<file path="src/rtl/movdec_pkg.sv">
package movdec_pkg;
  localparam logic [7:0] PFX_OPSZ   = 8'h66;
  localparam logic [7:0] PFX_ADSZ   = 8'h67;
  localparam logic [5:0] MOV_RM_TAG = 6'b100010;

  typedef enum logic [1:0] {ST_PREFIX, ST_MODRM, ST_DISP} dec_state_e;

  typedef struct packed {
    logic [1:0] mode;
    logic [2:0] regf;
    logic [2:0] rmf;
  } addr_byte_t;
endpackage

</file>
<file path="src/rtl/movdec_dispsize.sv">
module movdec_dispsize
  import movdec_pkg::*;
(
  input  addr_byte_t ab_i,
  input  logic       addr32_i,
  output logic [2:0] nbytes_o,
  output logic       sib_bad_o
);
  always_comb begin
    nbytes_o  = 3'd0;
    sib_bad_o = addr32_i && (ab_i.mode != 2'b11) && (ab_i.rmf == 3'b100);
    case (ab_i.mode)
      2'b00: begin
        if (addr32_i && ab_i.rmf == 3'b101)       nbytes_o = 3'd4;
        else if (!addr32_i && ab_i.rmf == 3'b110) nbytes_o = 3'd2;
      end
      2'b01:   nbytes_o = 3'd1;
      2'b10:   nbytes_o = addr32_i ? 3'd4 : 3'd2;
      default: nbytes_o = 3'd0;
    endcase
  end
endmodule

</file>
<file path="src/rtl/movdec_disp_acc.sv">
module movdec_disp_acc #(
  parameter int LANES = 4,
  localparam int IDX_W = (LANES > 1) ? $clog2(LANES) : 1,
  localparam int DW = 8 * LANES
) (
  input  logic             clk,
  input  logic             rst,
  input  logic             wr_i,
  input  logic [IDX_W-1:0] idx_i,
  input  logic [7:0]       din_i,
  input  logic [2:0]       nbytes_i,
  output logic [DW-1:0]    disp_o
);
  logic [7:0]    lane_q [LANES];
  logic [DW-1:0] merged;

  always_ff @(posedge clk) begin
    if (rst) begin
      for (int i = 0; i < LANES; i++) lane_q[i] <= '0;
    end else if (wr_i) begin
      for (int i = 0; i < LANES; i++)
        if (idx_i == IDX_W'(i)) lane_q[i] <= din_i;
    end
  end

  for (genvar g = 0; g < LANES; g++) begin : g_lane
    assign merged[g*8 +: 8] = (wr_i && idx_i == IDX_W'(g)) ? din_i : lane_q[g];
  end

  always_comb begin
    case (nbytes_i)
      3'd1:    disp_o = {{(DW-8){merged[7]}}, merged[7:0]};
      3'd2:    disp_o = {{(DW-16){merged[15]}}, merged[15:0]};
      default: disp_o = merged;
    endcase
  end
endmodule

</file>
<file path="src/rtl/movdec_len_ctr.sv">
module movdec_len_ctr #(
  parameter int W = 4,
  localparam logic [W-1:0] MAXV = {W{1'b1}}
) (
  input  logic         clk,
  input  logic         rst,
  input  logic         clr_i,
  input  logic         inc_i,
  output logic [W-1:0] next_o
);
  logic [W-1:0] cnt_q;

  always_ff @(posedge clk) begin
    if (rst || clr_i)                 cnt_q <= '0;
    else if (inc_i && cnt_q != MAXV) cnt_q <= cnt_q + 1'b1;
  end

  assign next_o = (cnt_q == MAXV) ? MAXV : cnt_q + 1'b1;
endmodule

</file>
<file path="src/rtl/movdec_top.sv">
module movdec_top
  import movdec_pkg::*;
#(
  parameter int LEN_W = 4,
  parameter int DISP_LANES = 4,
  localparam int IDX_W = (DISP_LANES > 1) ? $clog2(DISP_LANES) : 1,
  localparam int DW = 8 * DISP_LANES
) (
  input  logic             clk,
  input  logic             rst,
  input  logic             mode32_i,
  input  logic             byte_valid_i,
  input  logic [7:0]       byte_i,
  output logic             rec_valid_o,
  output logic             unsup_o,
  output logic             op32_o,
  output logic             addr32_o,
  output logic             dir_o,
  output logic             wide_o,
  output logic [5:0]       opnd_bits_o,
  output logic [1:0]       mod_o,
  output logic [2:0]       reg_o,
  output logic [2:0]       rm_o,
  output logic [DW-1:0]    disp_o,
  output logic [LEN_W-1:0] len_o
);
  dec_state_e       state_q;
  logic             opsz_q, adsz_q, dir_q, wide_q;
  addr_byte_t       ab_q;
  logic [2:0]       nb_q;
  logic [IDX_W-1:0] didx_q;

  addr_byte_t       ab_in;
  logic             op32_eff, addr32_eff;
  logic [2:0]       nb_new;
  logic             sib_bad;
  logic             is_pfx, is_mov, emit, unsup_n, last_disp;
  logic [DW-1:0]    disp_ext;
  logic [LEN_W-1:0] len_next;

  assign ab_in      = addr_byte_t'(byte_i);
  assign op32_eff   = mode32_i ^ opsz_q;
  assign addr32_eff = mode32_i ^ adsz_q;
  assign is_pfx     = (byte_i == PFX_OPSZ) || (byte_i == PFX_ADSZ);
  assign is_mov     = (byte_i[7:2] == MOV_RM_TAG);
  assign last_disp  = (didx_q == IDX_W'(nb_q - 3'd1));

  movdec_dispsize u_size (
    .ab_i     (ab_in),
    .addr32_i (addr32_eff),
    .nbytes_o (nb_new),
    .sib_bad_o(sib_bad)
  );

  movdec_disp_acc #(.LANES(DISP_LANES)) u_acc (
    .clk     (clk),
    .rst     (rst),
    .wr_i    (byte_valid_i && state_q == ST_DISP),
    .idx_i   (didx_q),
    .din_i   (byte_i),
    .nbytes_i(nb_q),
    .disp_o  (disp_ext)
  );

  movdec_len_ctr #(.W(LEN_W)) u_len (
    .clk   (clk),
    .rst   (rst),
    .clr_i (emit),
    .inc_i (byte_valid_i),
    .next_o(len_next)
  );

  always_comb begin
    emit    = 1'b0;
    unsup_n = 1'b0;
    if (byte_valid_i) begin
      case (state_q)
        ST_PREFIX: begin
          emit    = !is_pfx && !is_mov;
          unsup_n = 1'b1;
        end
        ST_MODRM: begin
          emit    = sib_bad || (nb_new == 3'd0);
          unsup_n = sib_bad;
        end
        default: emit = last_disp;
      endcase
    end
  end

  always_ff @(posedge clk) begin
    if (rst) begin
      state_q <= ST_PREFIX;
      opsz_q  <= 1'b0;
      adsz_q  <= 1'b0;
      dir_q   <= 1'b0;
      wide_q  <= 1'b0;
      ab_q    <= '0;
      nb_q    <= '0;
      didx_q  <= '0;
    end else if (byte_valid_i) begin
      if (emit) begin
        state_q <= ST_PREFIX;
        opsz_q  <= 1'b0;
        adsz_q  <= 1'b0;
      end else begin
        case (state_q)
          ST_PREFIX: begin
            if (byte_i == PFX_OPSZ)      opsz_q <= 1'b1;
            else if (byte_i == PFX_ADSZ) adsz_q <= 1'b1;
            else begin
              dir_q   <= byte_i[1];
              wide_q  <= byte_i[0];
              state_q <= ST_MODRM;
            end
          end
          ST_MODRM: begin
            ab_q    <= ab_in;
            nb_q    <= nb_new;
            didx_q  <= '0;
            state_q <= ST_DISP;
          end
          default: didx_q <= didx_q + 1'b1;
        endcase
      end
    end
  end

  always_ff @(posedge clk) begin
    if (rst) begin
      rec_valid_o <= 1'b0;
      unsup_o     <= 1'b0;
      op32_o      <= 1'b0;
      addr32_o    <= 1'b0;
      dir_o       <= 1'b0;
      wide_o      <= 1'b0;
      opnd_bits_o <= '0;
      mod_o       <= '0;
      reg_o       <= '0;
      rm_o        <= '0;
      disp_o      <= '0;
      len_o       <= '0;
    end else begin
      rec_valid_o <= emit;
      if (emit) begin
        unsup_o  <= unsup_n;
        op32_o   <= op32_eff;
        addr32_o <= addr32_eff;
        len_o    <= len_next;
        if (unsup_n) begin
          dir_o       <= 1'b0;
          wide_o      <= 1'b0;
          opnd_bits_o <= '0;
          mod_o       <= '0;
          reg_o       <= '0;
          rm_o        <= '0;
          disp_o      <= '0;
        end else begin
          dir_o       <= dir_q;
          wide_o      <= wide_q;
          opnd_bits_o <= !wide_q ? 6'd8 : (op32_eff ? 6'd32 : 6'd16);
          if (state_q == ST_MODRM) begin
            mod_o  <= ab_in.mode;
            reg_o  <= ab_in.regf;
            rm_o   <= ab_in.rmf;
            disp_o <= '0;
          end else begin
            mod_o  <= ab_q.mode;
            reg_o  <= ab_q.regf;
            rm_o   <= ab_q.rmf;
            disp_o <= disp_ext;
          end
        end
      end
    end
  end
endmodule

</file>
<file path="config.mk">
export PLATFORM = sky130hd
export DESIGN_NAME = movdec_top
export DESIGN_NICKNAME = d
export VERILOG_FILES = /design/src/rtl/movdec_pkg.sv /design/src/rtl/movdec_dispsize.sv /design/src/rtl/movdec_disp_acc.sv /design/src/rtl/movdec_len_ctr.sv /design/src/rtl/movdec_top.sv
export SDC_FILE = /design/constraint.sdc
export NUM_CORES = 1
export LEC_CHECK = 0
export BUFFER_PORTS_ARGS = -buffer_cell sky130_fd_sc_hd__buf_4
export CAP_MARGIN = 20
export CORE_UTILIZATION = 41
export CTS_BUF_LIST = sky130_fd_sc_hd__clkbuf_4 sky130_fd_sc_hd__clkbuf_8
export CTS_CLUSTER_DIAMETER = 150
export CTS_CLUSTER_SIZE = 20
export DETAILED_ROUTE_END_ITERATION = 8
export GPL_TIMING_DRIVEN = 0
export SLEW_MARGIN = 20
export SYNTH_ARGS = -nofsm -noshare
export SYNTH_HDL_FRONTEND = slang
export SYNTH_SLANG_ARGS = --single-unit
</file>
<file path="constraint.sdc">
create_clock -name clk -period 3.9 [get_ports clk]
set_input_delay 0.78 -clock clk [delete_from_list [all_inputs] [get_ports clk]]
set_output_delay 0.78 -clock clk [all_outputs]
set_load 0.01 [all_outputs]
</file>
## After elaboration in Yosys (flattened, before gate mapping)

Memories as Yosys holds them, arrays and structs flattened.
Index checks and enable logic that the tools add are counted.

- Input port bits: 12
- Memories kept: 1
- Logic and storage cells: 151
- Output and inout port bits: 56
- RAM bits: 32
- Register bits after elaboration: 79

Memories:

| name | words | width | read ports | clocked after Yosys merged registers in | write ports | RTL line | text |
|---|---|---|---|---|---|---|---|
| u_acc.lane_q | 4 | 8 | 4 | 0 | 4 | movdec_disp_acc.sv:14 | `logic [7:0] lane_q [LANES];` |

- Equality and inequality tests: 22
- Mux-type cells: 61
- Bitwise gates (word level): 10
- $add $sub $neg: 3
- Reductions and logical operators: 31

Operators by type and width:

| kind | number |
|---|---|
| two-way mux 32 bit | 2 |
| two-way mux 8 bit | 8 |
| case mux 32 bit (2 select lines) | 1 |
| two-way mux 1 bit | 29 |
| two-way mux 3 bit | 6 |
| two-way mux 6 bit | 3 |
| equality test 8 x 7 -> 1 bit (second input constant) | 2 |
| two-way mux 2 bit | 6 |
| logical AND 1 bit | 11 |
| equality test 3 bit (second input constant) | 3 |
| case mux 3 bit (3 select lines) | 1 |
| AND reduction 3 bit | 3 |
| equality test 2 bit (second input constant) | 4 |
| case mux 2 bit (2 select lines) | 2 |
| AND reduction 4 bit | 2 |
| equality test 2 x 1 -> 1 bit (second input constant) | 3 |
| equality test 6 bit (second input constant) | 1 |
| logical NOT 2 bit | 3 |
| inequality test 3 x 2 -> 1 bit (second input constant) | 2 |
| nonzero test 2 bit | 3 |
| AND reduction 5 bit | 1 |
| adder 4 x 1 -> 4 bit (second input constant) | 1 |
| equality test 4 bit (second input constant) | 1 |
| two-way mux 4 bit | 1 |
| other kinds (16) | 28 |

## Longest topological paths before layout

- Word-level depth: 12
- Gate-level depth with buffers: 10
- Gate-level depth less buffers: 9

## Modules after synthesis

Synthesis repeated with hierarchy kept, for this count alone.

- Cell total of the unflattened synthesis: 481
- Area, all modules: 5091.1 sq um

Modules (own cells, without submodules):

| module | area an instance (sq um) | cells an instance | times used |
|---|---|---|---|
| movdec_top | 2871.5 | 285 | 1 |
| movdec_disp_acc | 1918.1 | 159 | 1 |
| movdec_len_ctr | 236.5 | 28 | 1 |
| movdec_dispsize | 65.1 | 9 | 1 |

## Worst setup path before layout

No wires, ideal clock.

- Kind: input to register
- Start: input mode32_i
- End: register disp_o[0]
- Stages: 8
- Path slack: 1.233 ns
- Library setup time: 0.127 ns
- Data required time: 3.773 ns
- Arrival: 2.540 ns
- Path through: xnor2_1 -> mux2_4 -> o211a_4 -> nor4_4 -> nor2_2 -> buf_6 -> buf_6 -> o2bb2ai_1

- Word-level cells in the longest chain between the ends: 10
- Elaborated cells on any way between the ends: 17
- Those cells by class: mux (9); bitwise (1); reduce/logical (7)

RTL lines:

| what | RTL line | text |
|---|---|---|
| start, declared | movdec_top.sv:11 | `input logic mode32_i,` |
| bitwise XOR 1 bit * | movdec_top.sv:43 | `assign addr32_eff = mode32_i ^ adsz_q;` |
| logical NOT 1 bit | movdec_dispsize.sv:15 | `else if (!addr32_i && ab_i.rmf == 3'b110) nbytes_o = 3'd2;` |
| logical AND 1 bit | movdec_dispsize.sv:15 |  |
| two-way mux 2 bit | movdec_dispsize.sv:15 |  |
| two-way mux 3 bit | movdec_dispsize.sv:14 | `if (addr32_i && ab_i.rmf == 3'b101) nbytes_o = 3'd4;` |
| case mux 3 bit (3 select lines) | movdec_dispsize.sv:12 | `case (ab_i.mode)` |
| logical NOT 3 bit | movdec_top.sv:83 | `emit = sib_bad \|\| (nb_new == 3'd0);` |
| logical OR 1 bit | movdec_top.sv:83 |  |
| case mux 1 bit (2 select lines) | movdec_top.sv:77 | `case (state_q)` |
| two-way mux 1 bit | movdec_top.sv:76 | `if (byte_valid_i) begin` |
| end signal, assigned | movdec_top.sv:171 | `disp_o <= disp_ext;` |
| end, declared | movdec_top.sv:24 | `output logic [DW-1:0] disp_o,` |

Mark *: on every way between the ends. The rest lies on a longest branch, timed or not.
A chain may end at the register's enable or synchronous reset.

## Worst setup path after layout

- Start: input mode32_i
- End: register disp_o[2]

The elaborated chain is that of the path after synthesis.

==> flow_summary_export.csv <==
group,metric,value,unit
outcome,outcome,"finished clean",
clock_network,cts_resized,0,
route,drc,0,
sta,fin_worst_skew,15.4,ps
critical_path,r2r-end,"disp_o[16]",
global_routing,grt_overflow,0,
global_routing,grt_pass1_wl,17600,µm
route,ant_nets,0,
logic_synthesis,synth_enable_flop_cells,32,
logic_synthesis,synth.yosys.seq_area_share,52.4,%
route,dr.first_iter.drc_count,216,
floorplan,top_level_ports,68,
min_path,min-delay-start,"ab_q[6]",
critical_path,reg2reg_from,"state_q[1]",
global_routing,antenna_found_initial,0,
final_layout,fin_nets,543,
logic_synthesis,ys.flop_type,"dfxtp_1",
final_layout,n_fill_cell,1035,
route,routedWlPerCell,16.5,µm
logic_synthesis,synth_top_cell_by_area,"dfxtp_1",
route,drt-total-wl,11100,µm
logic_synthesis,synth_seq_cells,108,
floorplan,fp.dieH,110,µm
critical_path,crit_path_max_fanout,10,
floorplan,coreArea,11000,µm²
clock_network,cts_root_buf,"clkbuf_8",
power,p_per_area,384,nW/µm²
min_path,hold_class,"reg -> reg",
final_layout,n_antenna_cell,0,
sta,fin_crit,2780,ps
logic_synthesis,synth_cell_types,59,
route,dr.pass1.iters,4,
sta,worst_slew_pin_slew,724,ps
floorplan,rows,38,
sta,relSlewSlack,51.6,%
sta,finalSetupViolations,0,
sta,period_share,71.4,%
logic_synthesis,yosys_warnings,0,
clock_network,clock_latency,380,ps
clock_network,cts_buffers,9,
critical_path,crit_arrival,3040,ps
critical_path,r2r_cells,8,
logic_synthesis,synth_most_common_cell,"dfxtp_1",
power,sw_frac_of_total,22.7,%
final_layout,syn_to_final_growth,18.8,%
clock_network,clock-sinks,108,
place,portBuffers,62,
sta,drv_slew,0,
critical_path,r2r_slack,1280,ps
sta,tns,0,ps
logic_synthesis,async_flop_share,0,%
clock_network,htree_levels,3,
critical_path,worst_setup_path_end_kind,"flop",
final_layout,seq_area,2480,µm²
critical_path,worstSetupPathType,"in -> reg",
place,hpwlAfterDp,7680,µm
floorplan,die_x,110,µm
route,num_vias,3520,
final_layout,drive_gt1_share,20.6,%
logic_synthesis,yosys-top-cells-count,"76 x dfxtp_1, 45 x nand2_1, 32 x edfxtp_1, 29 x mux2i_1, 29 x nor2_1",
sta,hold_ws,465,ps
sta,max_freq,0.359,GHz
critical_path,start_kind,"input port",
clock_network,path_clk_slew,100,ps
flow_run,max_cap_violations,0,
logic_synthesis,avgSynthCellArea,10.6,µm²
logic_synthesis,synth_top_area_share,32.1,%
floorplan,initial_utilization,43.0,%
critical_path,required,4150,ps
floorplan,die-area,12000,µm²
clock_network,hold_buffers,0,
power,p_clk_share,37.8,%
clock_network,cts_buffer_depth,2,
global_routing,grt_usage,19.7,%
global_routing,grt_pass1_vias,3341,
sta,finalHoldViolCount,0,
logic_synthesis,synthTopCellsByArea,"dfxtp_1 32%, edfxtp_1 20%, mux2i_1 6.1%, a22o_1 5.2%, nand2_1 3.6%",
logic_synthesis,syn_inst,449,
min_path,holdPathStages,2,
power,p_leak,2.43,nW
sta,rsz0062_at_grt,"no",
global_routing,grt_max_degree,18,
power,p_seq_share,54.7,%
min_path,hold_end,"ab_q[6]",
place,gp_congestion,0.861,
power,ir_drop,267,µV
final_layout,multiInputGateArea,2030,µm²
clock_network,cts_setup_buffers,0,
clock_network,tritoncts,"yes",
route,avgViaCountPerCell,5.26,
power,internal_power,1.67,mW
logic_synthesis,synth_area,4740,µm²
power,p_total,2.16,mW
power,power.switching,0.492,mW
power,power_frac_comb,7.5,%
-- layout by cell type (no fill, tap or decap), types with 3 or more instances in the layout --
master and count:
dfxtp_1 76, buf_4 65, nand2_1 45, edfxtp_1 32
nor2_1 29, mux2i_1 29, a22o_1 28, clkbuf_1 20
nand3_1 18, o2bb2ai_1 17, a21oi_1 16, and2_1 16
and3_1 12, inv_1 10, o21ai_0 9, nor3_1 9
clkbuf_8 9, ha_1 7, buf_2 6, xnor2_1 4
buf_6 4, o211ai_1 4, xor2_1 3, a311oi_1 3
conb_1 3, bufinv_16 3
-- how the worst max path moves through the flow --
stage             start   endpoint  slack (ps)  depth (start not counted)
5_1_grt        mode32_i  disp_o[3]         960                          9
3_3_place_gp   mode32_i  disp_o[4]         760                          9
2_1_floorplan  mode32_i  disp_o[0]        1230                          8
4_1_cts        mode32_i  disp_o[2]        1120                          9
3_5_place_dp   mode32_i  disp_o[2]         710                          9
6_report       mode32_i  disp_o[2]        1120                          9
-- sequential cells by signal (all words and copies together) (netlist names) --
signal        count
len_o             4
u_len.cnt_q       4
state_q           2
unsup_o           1
wide_q            1
dir_o             1
opnd_bits_o       3
adsz_q            1
u_acc.lane_q     32
opsz_q            1
reg_o             3
didx_q            2
op32_o            1
addr32_o          1
disp_o           32
wide_o            1
nb_q              3
rec_valid_o       1
rm_o              3
dir_q             1
mod_o             2
ab_q              8
-- metal layers --
| metal | part of all wire (%) | global-route usage (%) | vias up |
|---|---|---|---|
| met1 | 49 | 26.9 | 1661 |
| met4 | 1.2 | 5.62 | 0 |
| met5 | 0 | 0 | - |
| li1 | - | - | 1757 |
| met3 | 4.4 | 4.21 | 12 |
| met2 | 45 | 31.4 | 90 |
-- layout make-up --
cell class	count	area share, %
flip-flops and latches	108	44.1
inverters	12	0.889
repair buffers	62	8.27
plain buffers	35	3.20
multi-input cells	296	36.1
clock buffers	11	2.47
well taps	140	3.11
clock inverters	5	1.82
-- critical path, stage by stage --
cell	delay, ps
buf_4	120
xnor2_1	400
mux2_4	350
o211a_4	270
nor4_4	490
nor2_2	140
buf_6	200
buf_6	150
o2bb2ai_1	130
-- power by group through the flow --
stage | clock [mW] | combinational, mW | sequential, mW
floorplan | 0 | 0.0982 | 1.21
global placement | 0 | 0.160 | 1.21
detailed placement | 0 | 0.162 | 1.21
CTS | 0.830 | 0.163 | 1.18
global route | 0.867 | 0.178 | 1.19
finish | 0.817 | 0.162 | 1.18
-- cell families (layout without fill, tap and decap cells) --
logic type / after synthesis / count (layout) / share of synthesized area, %
AO/OA/AOI/OAI: 92 / 92 / 15.3
XOR/XNOR: 7 / 7 / 1.29
adder cells (fa/ha/maj): 7 / 7 / 1.85
buffers and inverters: 47 / 125 / 4.86
flip-flops: 108 / 108 / 52.4
multiplexers: 32 / 32 / 6.92
other: 1 / 3 / 0.0791
AND/OR/NAND/NOR: 155 / 155 / 17.3
-- metrics by stage --
stage          util [%]  worst slack, ps  std cells  cell area [µm²]
2_1_floorplan         -             1230        451             4750
3_3_place_gp       48.8              763        653             5390
3_5_place_dp       48.8              711        653             5390
4_1_cts            51.0             1120        669             5630
5_1_grt            51.0              960        669             5630
6_report           51.0             1120        669             5630
(Power assumes the default switching activity.)
